$ cat config.mk
export PLATFORM = sky130hd
export DESIGN_NAME = async_rx
export DESIGN_NICKNAME = d
export VERILOG_FILES = /design/src/rtl/async_rx_pkg.sv /design/src/rtl/async_rx_sync.sv /design/src/rtl/async_rx_baud.sv /design/src/rtl/async_rx_frame.sv /design/src/rtl/async_rx_buf.sv /design/src/rtl/async_rx.sv
export SDC_FILE = /design/constraint.sdc
export NUM_CORES = 1
export LEC_CHECK = 0
export ABC_AREA = 1
export BUFFER_PORTS_ARGS = -buffer_cell sky130_fd_sc_hd__buf_2
export CAP_MARGIN = 10
export CORE_UTILIZATION = 35
export CTS_BUF_LIST = sky130_fd_sc_hd__clkbuf_4 sky130_fd_sc_hd__clkbuf_8
export CTS_CLUSTER_DIAMETER = 120
export CTS_CLUSTER_SIZE = 14
export DETAILED_ROUTE_END_ITERATION = 10
export HOLD_SLACK_MARGIN = 0.08
export SYNTH_ARGS = -nofsm -noshare
export SYNTH_HDL_FRONTEND = slang
export SYNTH_SLANG_ARGS = --single-unit
$ cat constraint.sdc
create_clock -name clk -period 1.62 [get_ports clk]
set_input_delay 0.486 -clock clk [delete_from_list [all_inputs] [get_ports clk]]
set_output_delay 0.486 -clock clk [all_outputs]
set_load 0.02 [all_outputs]
$ cat src/rtl/async_rx_pkg.sv
package async_rx_pkg;

   typedef enum logic [2:0] {
      ST_IDLE,
      ST_START,
      ST_DATA,
      ST_PAR,
      ST_STOP
   } rx_state_e;

   // number of data bits selected by the size code
   function automatic logic [3:0] data_bits(input logic [2:0] code);
      return code[2] ? 4'd9 : (4'd5 + {2'b00, code[1:0]});
   endfunction

endpackage

$ cat src/rtl/async_rx_sync.sv
module async_rx_sync #(
   parameter int STAGES = 2
) (
   input  logic clk,
   input  logic rst_n,
   input  logic din,
   output logic dout
);
   logic [STAGES-1:0] chain;

   genvar gi;
   generate
      for (gi = 0; gi < STAGES; gi++) begin : g_stage
         if (gi == 0) begin : g_first
            always_ff @(posedge clk or negedge rst_n)
               if (!rst_n) chain[gi] <= 1'b1;
               else        chain[gi] <= din;
         end else begin : g_next
            always_ff @(posedge clk or negedge rst_n)
               if (!rst_n) chain[gi] <= 1'b1;
               else        chain[gi] <= chain[gi-1];
         end
      end
   endgenerate

   assign dout = chain[STAGES-1];
endmodule

$ cat src/rtl/async_rx_baud.sv
module async_rx_baud #(
   parameter int DIV_W   = 12,
   parameter int OS_NORM = 16,
   parameter int OS_FAST = 8
) (
   input  logic             clk,
   input  logic             rst_n,
   input  logic             restart,
   input  logic [DIV_W-1:0] div,
   input  logic             dbl,
   output logic             smp_ev,
   output logic             vote_ev
);
   localparam int SUB_W = $clog2(OS_NORM);
   localparam logic [SUB_W-1:0] MID_N  = SUB_W'(OS_NORM / 2);
   localparam logic [SUB_W-1:0] MID_F  = SUB_W'(OS_FAST / 2);
   localparam logic [SUB_W-1:0] LAST_N = SUB_W'(OS_NORM - 1);
   localparam logic [SUB_W-1:0] LAST_F = SUB_W'(OS_FAST - 1);

   logic [DIV_W-1:0] cnt;
   logic [SUB_W-1:0] sub;
   logic             tick;
   logic [SUB_W-1:0] mid, last;

   assign tick = (cnt == '0);
   assign mid  = dbl ? MID_F  : MID_N;
   assign last = dbl ? LAST_F : LAST_N;

   always_ff @(posedge clk or negedge rst_n) begin
      if (!rst_n) begin
         cnt <= '0;
         sub <= '0;
      end else if (restart) begin
         cnt <= div;
         sub <= '0;
      end else if (tick) begin
         cnt <= div;
         sub <= (sub == last) ? '0 : sub + 1'b1;
      end else begin
         cnt <= cnt - 1'b1;
      end
   end

   assign smp_ev  = tick && ((sub == mid - 1'b1) || (sub == mid));
   assign vote_ev = tick && (sub == mid + 1'b1);

   // a non-zero divisor never yields two ticks in a row
   a_r3_tick_gap: assert property (@(posedge clk) disable iff (!rst_n)
      (tick && div != '0) |=> !tick);
endmodule

$ cat src/rtl/async_rx_frame.sv
module async_rx_frame
   import async_rx_pkg::*;
#(
   parameter bit MAJORITY = 1'b1
) (
   input  logic       clk,
   input  logic       rst_n,
   input  logic       en,
   input  logic [2:0] size_code,
   input  logic [1:0] pmode,
   input  logic       rxs,
   input  logic       smp_ev,
   input  logic       vote_ev,
   output logic       restart,
   output logic       done,
   output logic [8:0] word,
   output logic       fe,
   output logic       pe
);
   rx_state_e  state;
   logic [3:0] idx;
   logic [3:0] nbits;
   logic       acc, prev, vote;
   logic [1:0] smp;

   assign nbits = data_bits(size_code);

   generate
      if (MAJORITY) begin : g_vote3
         assign vote = (smp[1] & smp[0]) | (smp[1] & rxs) | (smp[0] & rxs);
      end else begin : g_vote1
         assign vote = smp[0];
      end
   endgenerate

   assign restart = en && (state == ST_IDLE) && prev && !rxs;

   always_ff @(posedge clk or negedge rst_n) begin
      if (!rst_n) begin
         state <= ST_IDLE;
         idx   <= '0;
         acc   <= 1'b0;
         prev  <= 1'b1;
         smp   <= '0;
         done  <= 1'b0;
         word  <= '0;
         fe    <= 1'b0;
         pe    <= 1'b0;
      end else begin
         done <= 1'b0;
         prev <= rxs;
         if (smp_ev) smp <= {smp[0], rxs};
         if (!en) begin
            state <= ST_IDLE;
         end else begin
            unique case (state)
               ST_IDLE: if (restart) begin
                  state <= ST_START;
                  word  <= '0;
                  idx   <= '0;
                  acc   <= 1'b0;
                  pe    <= 1'b0;
               end
               ST_START: if (vote_ev) state <= vote ? ST_IDLE : ST_DATA;
               ST_DATA: if (vote_ev) begin
                  word[idx] <= vote;
                  acc       <= acc ^ vote;
                  if (idx >= nbits - 4'd1) state <= pmode[1] ? ST_PAR : ST_STOP;
                  else                     idx   <= idx + 4'd1;
               end
               ST_PAR: if (vote_ev) begin
                  pe    <= vote ^ acc ^ pmode[0];
                  state <= ST_STOP;
               end
               ST_STOP: if (vote_ev) begin
                  fe    <= !vote;
                  done  <= 1'b1;
                  state <= ST_IDLE;
               end
               default: state <= ST_IDLE;
            endcase
         end
      end
   end

   // disabling the receiver returns it to idle
   a_r11_disabled_idle: assert property (@(posedge clk) disable iff (!rst_n)
      !en |=> (state == ST_IDLE));
   // one completion pulse per frame
   a_r7_single_done: assert property (@(posedge clk) disable iff (!rst_n)
      done |=> !done);
   // bit index stays inside the nine-bit word
   a_r2_idx_range: assert property (@(posedge clk) disable iff (!rst_n)
      (state == ST_DATA) |-> (idx <= 4'd8));
endmodule

$ cat src/rtl/async_rx_buf.sv
module async_rx_buf (
   input  logic       clk,
   input  logic       rst_n,
   input  logic       load,
   input  logic [8:0] in_word,
   input  logic       in_fe,
   input  logic       in_pe,
   input  logic       rd,
   output logic       full,
   output logic [8:0] word,
   output logic       fe,
   output logic       pe,
   output logic       ovr
);
   always_ff @(posedge clk or negedge rst_n) begin
      if (!rst_n) begin
         full <= 1'b0;
         word <= '0;
         fe   <= 1'b0;
         pe   <= 1'b0;
         ovr  <= 1'b0;
      end else if (load) begin
         if (full && !rd) begin
            ovr <= 1'b1;
         end else begin
            word <= in_word;
            fe   <= in_fe;
            pe   <= in_pe;
            ovr  <= 1'b0;
            full <= 1'b1;
         end
      end else if (rd) begin
         full <= 1'b0;
      end
   end

   // an unread character stays flagged
   a_r8_full_holds: assert property (@(posedge clk) disable iff (!rst_n)
      (full && !rd) |=> full);
   // overrun keeps the held character
   a_r9_overrun_keeps: assert property (@(posedge clk) disable iff (!rst_n)
      (full && load && !rd) |=> (ovr && $stable(word)));
   // a load clears an earlier overrun
   a_r10_load_clears: assert property (@(posedge clk) disable iff (!rst_n)
      (load && (!full || rd)) |=> (!ovr && full));
endmodule

$ cat src/rtl/async_rx.sv
module async_rx #(
   parameter int DIV_W       = 12,
   parameter int SYNC_STAGES = 2,
   parameter int OS_NORM     = 16,
   parameter int OS_FAST     = 8,
   parameter bit MAJORITY    = 1'b1
) (
   input  logic             clk,
   input  logic             rst_n,
   input  logic             rx_en,
   input  logic [2:0]       char_size,
   input  logic [1:0]       par_mode,
   input  logic [DIV_W-1:0] baud_div,
   input  logic             dbl_speed,
   input  logic             rxd,
   input  logic             rd_strobe,
   output logic [7:0]       rx_data,
   output logic             rx_bit8,
   output logic             rx_full,
   output logic             err_frame,
   output logic             err_overrun,
   output logic             err_parity
);
   initial begin
      assert (SYNC_STAGES >= 2) else $error("SYNC_STAGES must be at least 2");
      assert (OS_FAST >= 4 && OS_NORM > OS_FAST) else $error("bad oversampling ratios");
      assert ((OS_NORM & (OS_NORM - 1)) == 0) else $error("OS_NORM must be a power of two");
      assert (DIV_W >= 1) else $error("DIV_W must be positive");
   end

   logic       rxs, smp_ev, vote_ev, restart, done, f_fe, f_pe;
   logic [8:0] f_word, b_word;

   async_rx_sync #(.STAGES(SYNC_STAGES)) u_sync (
      .clk(clk), .rst_n(rst_n), .din(rxd), .dout(rxs));

   async_rx_baud #(.DIV_W(DIV_W), .OS_NORM(OS_NORM), .OS_FAST(OS_FAST)) u_baud (
      .clk(clk), .rst_n(rst_n), .restart(restart), .div(baud_div),
      .dbl(dbl_speed), .smp_ev(smp_ev), .vote_ev(vote_ev));

   async_rx_frame #(.MAJORITY(MAJORITY)) u_frame (
      .clk(clk), .rst_n(rst_n), .en(rx_en), .size_code(char_size),
      .pmode(par_mode), .rxs(rxs), .smp_ev(smp_ev), .vote_ev(vote_ev),
      .restart(restart), .done(done), .word(f_word), .fe(f_fe), .pe(f_pe));

   async_rx_buf u_buf (
      .clk(clk), .rst_n(rst_n), .load(done), .in_word(f_word),
      .in_fe(f_fe), .in_pe(f_pe), .rd(rd_strobe), .full(rx_full),
      .word(b_word), .fe(err_frame), .pe(err_parity), .ovr(err_overrun));

   assign rx_data = b_word[7:0];
   assign rx_bit8 = b_word[8];
endmodule

==> results.json <==
{
  "status": "complete, but fails checks",
  "failed_checks": "negative setup slack",
  "post-place-ws_ns": -0.624,
  "finalPower_mw": 4.55,
  "top_usage_layer": "met2",
  "hp-class": "in2reg",
  "period_share": 1.13,
  "gp_congestion": 0.846,
  "ys_warn_count": 0,
  "arrival_ns": 2.04,
  "rsz0062_at_grt": "yes",
  "clk_latency_ns": 0.31,
  "clock_sinks": 54,
  "yosysTopAreaCell": "dfrtp_1",
  "synth.yosys.seq_area_share": 0.437,
  "tns_ns": -1.22,
  "grtUsageMet1": 0.230,
  "antenna_cells": 0,
  "die_y_um": 96.1,
  "synth_ff_type": "dfrtp_1",
  "worst_path_largest_cell_delay_ns": 0.24,
  "grt_max_degree": 42,
  "area_growth_pct": 30.3,
  "final_util": 0.482,
  "drv_cap": 0,
  "ys_seq_elements": 54,
  "cts_tree": "built",
  "grt.met2_usage": 0.245,
  "required_ns": 1.83,
  "wl_per_cell_um": 11.5,
  "first_pass_iters": 4,
  "h-tree-depth": 2,
  "dieWidth_um": 96.1,
  "fp-row-count": 33,
  "portBuffers": 35,
  "synth_top_area_frac": 0.412,
  "peakVddDrop_mv": 0.481,
  "cts_buffer_depth": 2,
  "dieArea_um2": 9230,
  "start_util": 0.370,
  "reg2reg_slack_ns": -0.03,
  "layout_commonest_cell": "nand2_1",
  "setup_viol": 7,
  "grt_pass1_wl_um": 11500,
  "syn_inst": 389,
  "drc": 0,
  "overflow": 0,
  "antenna_found_initial": 0,
  "grt_pass1_vias": 2564,
  "syn_area_um2": 3100,
  "cp_top_family": "simple AND/OR/NAND/NOR gates",
  "startpoint_type": "input pin",
  "cts_made_buffers": 5,
  "worstSetupEndpointType": "flip-flop",
  "io_pins": 36,
  "slew_headroom": 0.759,
  "p_leak_nw": 2.17,
  "crit_type": "in2reg",
  "setup_slack_ns": -0.205,
  "slew_violations": 0,
  "fmax_ghz": 0.548,
  "nNetsFinal": 509,
  "synth_area_leaders": "dfrtp_1 41%, nand2_1 16%, ha_1 5.3%, inv_1 4.5%, nand3_1 4.4%",
  "final_cell_mix": "126 x nand2_1, 51 x dfrtp_1, 42 x buf_4",
  "yosysUniqueCellTypes": 36,
  "hold_viol_final": 0,
  "core_area_um2": 8380,
  "synth_edf_count": 0,
  "synth_nets": 425,
  "grt_use_total": 0.158,
  "synthArstFlopShare": 1.00,
  "syn_area_per_cell_um2": 7.96,
  "crit_chain": "buf_8 -> ha_4 -> nor3_4 -> xnor2_1 -> ha_1 -> nand2_1 -> inv_2 -> nand3_2 -> nand3_2 -> a21oi_2 -> nand3_2 -> nand2_1 -> nand2_1",
  "cts-root-buf": "clkbuf_8",
  "dpl.hpwl_um": 4930,
  "drt-total-wl_um": 6650,
  "viasPerCell": 4.53,
  "p_per_area_nw_per_um2": 1130,
  "met3_usage": 0.0221,
  "critical_path.max_fanout": 4,
  "finClkSkew_ns": 0.0148,
  "num_vias": 2625,
  "crit_slowest_cell": "ha_1",
  "drive_above_1_share": 0.342,
  "drt-initial-drc-count": 98,
  "finalCriticalPeriod_ns": 1.83,
  "hold_slack_ns": 0.275,
  "ant_nets": 0,
  "clkTransAtPathRegs_ns": 0.11,
  "worst_slew_pin_slew_ns": 0.361,
  "cp_num_buf_inv": 2
}
-- worst reg2reg max path, cell delays in order (launching register included) --
cell     delay [ns]
dfrtp_1        0.40
inv_2          0.08
ha_4           0.15
nand2_4        0.06
inv_4          0.06
nand2_4        0.06
nor2_8         0.10
nand2_4        0.08
a21oi_4        0.18
buf_4          0.14
nand3_2        0.10
nand2_1        0.10
nand2_1        0.05
-- flip-flops by register name (all words and copies together), names as in the netlist, 2 cells and up --
name / count
u_baud.cnt: 12
u_baud.sub: 4
u_buf.word: 9
u_frame.idx: 4
u_frame.smp: 2
u_frame.state: 3
u_frame.word: 9
-- metrics by stage --
stage	cell area, um^2	std cells
2_1_floorplan	3130	389
3_3_place_gp	3730	563
3_5_place_dp	3730	563
4_1_cts	3920	575
5_1_grt	4040	579
6_report	4040	579
-- logic make-up (layout without fill, tap and decap cells) --
group / Yosys count / count (layout) / synth area share
AND/OR/NAND/NOR: 223 / 223 / 0.332
flip-flops: 54 / 54 / 0.437
buffers and inverters: 47 / 132 / 0.0646
AO/OA/AOI/OAI: 42 / 42 / 0.0852
adder cells (fa/ha/maj): 13 / 13 / 0.0525
XOR/XNOR: 10 / 10 / 0.0283
-- layer usage --
metal	wire, um	vias to the layer above	share of wire
met5	0	-	0
met4	61	0	0.0092
met3	231	4	0.035
met2	2960	37	0.45
met1	3390	1192	0.51
li1	-	1392	-
-- power by group --
group | switching [mW] | leakage (nW) | internal, mW
clock | 0.464 | 0.0441 | 0.305
sequential | 0.152 | 0.707 | 1.54
combinational | 1.10 | 1.42 | 0.990
-- final cells by class --
type,count,area (um^2)
Multi-Input combinational cell,288,1700
Clock inverter,3,21.3
Inverter,41,159
Sequential cell,54,1360
Fill cell,842,4350
Clock buffer,5,68.8
Timing Repair Buffer,83,599
Tap cell,105,131
-- path summary, 6_finish.rpt --
| path | cells after the start | start | end |
|---|---|---|---|
| setup / recovery | 13 | char_size[1] | u_frame.idx[3]$_DFFE_PN0P_ |
| hold reg to reg | 0 | u_sync.chain[0]$_DFF_PN1_ | u_sync.dout$_DFF_PN1_ |
| max in group asynchronous | 3 | rst_n | u_frame.smp[0]$_DFFE_PN0P_ |
| hold / removal | 1 | rxd | u_sync.chain[0]$_DFF_PN1_ |
| min in group asynchronous | 2 | rst_n | u_frame.state[2]$_DFFE_PN0P_ |
| setup reg to reg | 12 | u_baud.cnt[0]$_DFF_PN0_ | u_frame.idx[3]$_DFFE_PN0P_ |
-- cells in the mapped netlist, types with 2 or more instances --
library cell and count:
nand2_1 130, dfrtp_1 51, inv_1 37, nor2_1 35, nand3_1 27, o21ai_0 20
ha_1 13, a21oi_1 7, xor2_1 7, nand2_2 5, a21oi_2 4, nand2_4 4
nor2_2 4, nor2_4 4, nor3_1 4, dfstp_2 3, inv_2 3, nand4_1 3
or2_2 3, xnor2_1 3, a31oi_1 2, a31oi_2 2, clkbuf_1 2, nor2_8 2
o21ai_1 2, o31ai_1 2
-- timing repair --
item                                    CTS  global route
gates cloned                              1             0
gates resized for setup                  19            24
endpoints found under the setup margin   18            32
pin swaps                                20            19
endpoints found under the hold margin     7             0
hold buffers                              1             0
buffers inserted                          2             4
Note: power is estimated with default switching activity, not from simulation.
